--- src/rtl/irq_halt_pkg.sv ---
package irq_halt_pkg;
  localparam int unsigned NUM_LINES = 3;
  localparam int unsigned ID_W      = 2;
  localparam int unsigned BYTE_W    = 8;
  // mask-write byte fields
  localparam int unsigned SIM_SOD_BIT  = 7;
  localparam int unsigned SIM_SOE_BIT  = 6;
  localparam int unsigned SIM_MSE_BIT  = 3;
  localparam logic [ID_W-1:0] TRAP_ID  = ID_W'(NUM_LINES);
endpackage

--- src/rtl/irq_ctrl_regs.sv ---
module irq_ctrl_regs
  import irq_halt_pkg::*;
(
  input  logic                 clk_i,
  input  logic                 rst_ni,
  input  logic                 ei_i,
  input  logic                 di_i,
  input  logic                 hlt_i,
  input  logic                 sim_i,
  input  logic                 ack_i,
  input  logic [BYTE_W-1:0]    acc_i,
  output logic                 ie_o,
  output logic [NUM_LINES-1:0] mask_o,
  output logic                 sod_o,
  output logic                 halted_o
);
  always_ff @(posedge clk_i or negedge rst_ni) begin
    if (!rst_ni) begin
      ie_o <= 1'b0;
    end else if (ack_i || di_i) begin
      ie_o <= 1'b0;
    end else if (ei_i) begin
      ie_o <= 1'b1;
    end
  end

  always_ff @(posedge clk_i or negedge rst_ni) begin
    if (!rst_ni) begin
      mask_o <= '1;
      sod_o  <= 1'b0;
    end else if (sim_i) begin
      if (acc_i[SIM_MSE_BIT]) mask_o <= acc_i[NUM_LINES-1:0];
      if (acc_i[SIM_SOE_BIT]) sod_o  <= acc_i[SIM_SOD_BIT];
    end
  end

  // halt leaves only through an accepted interrupt
  always_ff @(posedge clk_i or negedge rst_ni) begin
    if (!rst_ni) begin
      halted_o <= 1'b0;
    end else if (ack_i) begin
      halted_o <= 1'b0;
    end else if (hlt_i) begin
      halted_o <= 1'b1;
    end
  end
endmodule

--- src/rtl/irq_arbiter.sv ---
module irq_arbiter
  import irq_halt_pkg::*;
(
  input  logic                 clk_i,
  input  logic                 rst_ni,
  input  logic [NUM_LINES-1:0] irq_i,
  input  logic                 trap_i,
  input  logic                 ie_i,
  input  logic [NUM_LINES-1:0] mask_i,
  input  logic                 ack_i,
  output logic [NUM_LINES-1:0] pend_o,
  output logic                 req_o,
  output logic [ID_W-1:0]      id_o
);
  logic                 trap_q;
  logic [NUM_LINES-1:0] elig;
  logic                 any_elig;
  logic [ID_W-1:0]      win_id;

  always_ff @(posedge clk_i or negedge rst_ni) begin
    if (!rst_ni) begin
      pend_o <= '0;
      trap_q <= 1'b0;
    end else begin
      pend_o <= irq_i;
      trap_q <= trap_i;
    end
  end

  assign elig = pend_o & ~mask_i & {NUM_LINES{ie_i}};

  // higher index overrides lower; trap overrides all
  always_comb begin
    win_id   = '0;
    any_elig = 1'b0;
    for (int k = 0; k < NUM_LINES; k++) begin
      if (elig[k]) begin
        win_id   = ID_W'(k);
        any_elig = 1'b1;
      end
    end
    if (trap_q) begin
      win_id   = TRAP_ID;
      any_elig = 1'b1;
    end
  end

  always_ff @(posedge clk_i or negedge rst_ni) begin
    if (!rst_ni) begin
      req_o <= 1'b0;
      id_o  <= '0;
    end else if (ack_i) begin
      req_o <= 1'b0;
    end else if (!req_o && any_elig) begin
      req_o <= 1'b1;
      id_o  <= win_id;
    end
  end
endmodule

--- src/rtl/irq_halt_ctrl.sv ---
module irq_halt_ctrl
  import irq_halt_pkg::*;
(
  input  logic        clk_i,
  input  logic        rst_ni,
  input  logic        ei_i,
  input  logic        di_i,
  input  logic        hlt_i,
  input  logic        rim_i,
  input  logic        sim_i,
  input  logic [7:0]  acc_i,
  input  logic [2:0]  irq_i,
  input  logic        trap_i,
  input  logic        sid_i,
  input  logic        ack_i,
  output logic        halted_o,
  output logic        irq_req_o,
  output logic [1:0]  irq_id_o,
  output logic [7:0]  rim_data_o,
  output logic        sod_o
);
  logic                 ie;
  logic [NUM_LINES-1:0] mask;
  logic [NUM_LINES-1:0] pend;

  irq_ctrl_regs i_regs (
    .clk_i    (clk_i),
    .rst_ni   (rst_ni),
    .ei_i     (ei_i),
    .di_i     (di_i),
    .hlt_i    (hlt_i),
    .sim_i    (sim_i),
    .ack_i    (ack_i),
    .acc_i    (acc_i),
    .ie_o     (ie),
    .mask_o   (mask),
    .sod_o    (sod_o),
    .halted_o (halted_o)
  );

  irq_arbiter i_arb (
    .clk_i  (clk_i),
    .rst_ni (rst_ni),
    .irq_i  (irq_i),
    .trap_i (trap_i),
    .ie_i   (ie),
    .mask_i (mask),
    .ack_i  (ack_i),
    .pend_o (pend),
    .req_o  (irq_req_o),
    .id_o   (irq_id_o)
  );

  always_ff @(posedge clk_i or negedge rst_ni) begin
    if (!rst_ni) begin
      rim_data_o <= '0;
    end else if (rim_i) begin
      rim_data_o <= {sid_i, pend, ie, mask};
    end
  end
endmodule

--- config.mk ---
export PLATFORM = sky130hd
export DESIGN_NAME = irq_halt_ctrl
export DESIGN_NICKNAME = d
export VERILOG_FILES = /design/src/rtl/irq_halt_pkg.sv /design/src/rtl/irq_ctrl_regs.sv /design/src/rtl/irq_arbiter.sv /design/src/rtl/irq_halt_ctrl.sv
export SDC_FILE = /design/constraint.sdc
export NUM_CORES = 1
export LEC_CHECK = 0
export BUFFER_PORTS_ARGS = -buffer_cell sky130_fd_sc_hd__buf_2
export CORE_MARGIN = 2
export CORE_UTILIZATION = 45
export CTS_CLUSTER_DIAMETER = 50
export CTS_CLUSTER_SIZE = 25
export DETAILED_ROUTE_END_ITERATION = 10
export PLACE_DENSITY = 0.86
export SKIP_LAST_GASP = 1
export SLEW_MARGIN = 15
export SYNTH_ARGS = -nofsm -noshare
export SYNTH_HDL_FRONTEND = slang
export SYNTH_SLANG_ARGS = --single-unit
--- constraint.sdc ---
create_clock -name clk_i -period 1.38 [get_ports clk_i]
set_clock_uncertainty 0.05 [all_clocks]
set_input_delay 0.276 -clock clk_i [delete_from_list [all_inputs] [get_ports clk_i]]
set_output_delay 0.276 -clock clk_i [all_outputs]
set_load 0.02 [all_outputs]
==> Flow_metrics.wiki <==
{| class="wikitable"
! Metric !! Value
|-
| CP startpoint || i_arb.req_o
|-
| Std-Cell Core Area || 1730 µm²
|-
| CTS-repair resized insts || 0
|-
| Sequential fraction of the synthesis area || 0.644
|-
| Detail Route Antenna Nets || 0
|-
| Final-report hold violation count || 0
|-
| Count of standard-cell rows || 15
|-
| Slowest cell on crit path || dfrtp_1
|-
| Overall power of the completed layout || 1.36 mW
|-
| Area share of the largest cell type after synthesis || 0.548
|-
| Vias in the first global route || about 600
|-
| Category of cells accounting for the largest share of critical-path delay || flip-flops
|-
| Clk buf depth || 2
|-
| Net count, final || approximately 120
|-
| Post-DR vias/cell || 4.83
|-
| Clock sink count || 21
|-
| Synth warn || 0
|-
| Data arrival time at the worst-slack endpoint || 900 ps
|-
| Starting density of the core || 0.476
|-
| Number of clock buffers inserted by TritonCTS || 3
|-
| Critical Setup Path Class || reg2out
|-
| PwrDens || 1270 nW/µm²
|-
| Area post-placement || between 1000 and 1500 µm²
|-
| Outcome || complete, no violations
|-
| Cell count of the worst reg-to-reg path || 3
|-
| Delay contributed by the slowest stage of the critical path || between 400 and 500 ps
|-
| Top cells by area, synth || dfrtp_1 (55%), mux2_2 (16%), dfstp_2 (9.6%)
|-
| Number of antenna repair diodes || 0
|-
| Number of flops mapped to enable cells by yosys || 0
|-
| Number of antenna violations at the first check in global routing || 0
|-
| Biggest fanout along the worst timing path || 4
|-
| Number of H-tree branching levels || 1
|-
| Number of buffers added on ports || 31
|-
| Die outline area || 2180 µm²
|-
| Count of cell types in the netlist || 19
|-
| Remaining DRCs || 0
|-
| Kind of capture point of the worst setup path || primary output
|-
| FF-to-FF End || i_arb.id_o[1]
|-
| Startpoint kind of the worst setup timing path || flop
|-
| Area overhead of the layout relative to synthesis || 30.6%
|-
| Top-count cell post-synth || dfrtp_1
|-
| Largest area contributor in the synthesized netlist || dfrtp_1
|-
| Die width || 46.7 µm
|-
| Final instance count without filler cells || approximately 120
|-
| Final non-filler cell area || between 1000 and 1500 µm²
|-
| Maximum operating frequency || between 800 and 900 MHz
|-
| Routed Wire Length || 1470 µm
|-
| Maximum number of pins on one net before global-route repair || 22
|-
| Buf+Inv Stages, Crit Path || 1
|-
| Number of placed instances with taps included || about 110
|-
| Cells on Worst Hold Path || 1
|-
| Final WS setup || around 150 ps
|-
| Count of filler cells inserted in the layout || 161
|-
| Slew at the pin closest to its max-slew limit || 448 ps
|-
| Routability cong. || 0.851
|-
| Aggregate global routing overflow || 0
|-
| Y dimension of the die || 46.7 µm
|-
| Mean routed wirelength per cell || about 12 µm
|-
| Worst setup endpoint || irq_req_o
|-
| Final-layout worst hold slack || 20.0 ps
|-
| Hold-fix buffer count after cts || 3
|-
| Finish-stage setup viols || 0
|-
| First-pass GRT wire length || 2450 µm
|-
| R2R setup slack || 150 ps
|-
| Setup Buffers After CTS || 0
|-
| Final-report max-slew violation count || 0
|-
| Portion of the clock cycle consumed by the worst path in the final layout || 0.890
|-
| FF+latch count, synth || 21
|-
| Worst R2R Start || i_regs.mask_o[2]
|-
| Number of DRC violations after detailed-routing iteration 0 || 2
|-
| HP Class || in2reg
|-
| Number of violations of the max-capacitance limit || 0
|-
| Dpl hpwl || around 1100 µm
|-
| Multi-input combinational cell area || around 290 µm²
|-
| Iteration count of the initial detailed-routing pass || 2
|-
| Clock tree from TritonCTS || yes
|-
| Vias after detailed routing || 584
|-
| Leakage power total || between 0.5 and 0.6 nW
|-
| Post-synthesis net count || 79
|-
| Layout cells sized above 1 || 0.552
|-
| Per-instance average area after synthesis || 14.2 µm²
|-
| Sum of negative setup slack || 0 ps
|-
| Post-layout utilization of the core || 0.622
|-
| Mapped cell area || roughly 820 µm²
|-
| Share of synthesized flip-flops with an asynchronous set or reset || 1.00
|-
| Required time reported for the critical path endpoint || 1050 ps
|-
| Mapped Cells || 58
|-
| Place WS || 185 ps
|-
| Max IR drop VDD || roughly 0.00074 V
|-
| Number of top-level pins || 34
|-
| Ranking of synthesized cells by instance count || dfrtp_1 (18), mux2_2 (12), nor2_1 (5), dfstp_2 (3)
|-
| Clock latency on the worst-skew pair || 310 ps
|-
| Root Buffer Master || clkbuf_4
|-
| Number of cells on the critical path || 1
|-
| Most common flop cell mapped by yosys || dfrtp_1
|-
| Worst path cell trace || buf_2
|-
| Flip-flop and latch area || about 530 µm²
|-
| Min cycle time layout || 1230 ps
|-
| Relative slew slack || 0.701
|-
| Setup repair after global routing missed its margin || no
|-
| CTS clk-pin slew, worst paths || 110 ps
|-
| Global-route usage over all layers || 0.162
|}
sequential cells by signal, indices dropped and copies added, names as in the netlist:
register / count
i_arb.id_o: 2
i_arb.pend_o: 3
i_arb.req_o: 1
i_arb.trap_q: 1
i_regs.halted_o: 1
i_regs.ie_o: 1
i_regs.mask_o: 3
i_regs.sod_o: 1
rim_data_o: 8
where the power goes:
part           total (mW)  internal (mW)  switching [mW]
clock               0.301          0.111           0.190
combinational       0.305          0.140           0.165
sequential          0.754          0.702          0.0519
total                1.36          0.953           0.407
cells by family (layout without fill, tap and decap cells):
family,Yosys count,after routing,share of synthesized area
flops,21,21,0.644
buf+inv,1,39,0.00608
mux,12,12,0.164
compound gates,9,9,0.0837
simple gates,15,15,0.102
cells in the final DEF, fill, tap and decap left out, drive strengths merged:
master,n
a221oi,1
nor2b,3
nor2,5
nand2b,1
or2,1
a21o,2
clkinvlp,1
dfrtp,18
buf,31
o21ai,1
nor3,2
mux2,12
dlygate4sd3,4
clkbuf,3
a21oi,2
a22o,1
a211oi,1
o211ai,1
dfstp,3
nor4b,1
nand2,2
per-layer routing:
metal | wire length [µm] | part of all wire | track usage
met1 | 584 | 0.40 | 0.178
met2 | 777 | 0.53 | 0.303
met4 | 14 | 0.0095 | 0.0500
met5 | 0 | 0 | 0
met3 | 93 | 0.063 | 0.0462
worst min path at each step:
| stage | start | to | slack (ps) |
|---|---|---|---|
| 3_3_place_gp | rst_ni | i_regs.ie_o | 190 |
| 3_5_place_dp | rst_ni | i_regs.halted_o | 200 |
| 5_1_grt | trap_i | i_arb.trap_q | 10 |
| 4_1_cts | irq_i[1] | i_arb.pend_o[1] | 0.5 |
| 6_report | trap_i | i_arb.trap_q | 20 |
| 2_1_floorplan | rst_ni | i_arb.id_o[0] | -70 |
cell type report:
| cell class | instances | share of cell area |
|---|---|---|
| clock buffers | 3 | 0.0210 |
| well taps | 25 | 0.0291 |
| flip-flops and latches | 21 | 0.493 |
| clock inverters | 1 | 0.00699 |
| multi-input cells | 36 | 0.268 |
| repair buffers | 35 | 0.182 |
No activity file was read; power rests on OpenSTA's default activity.
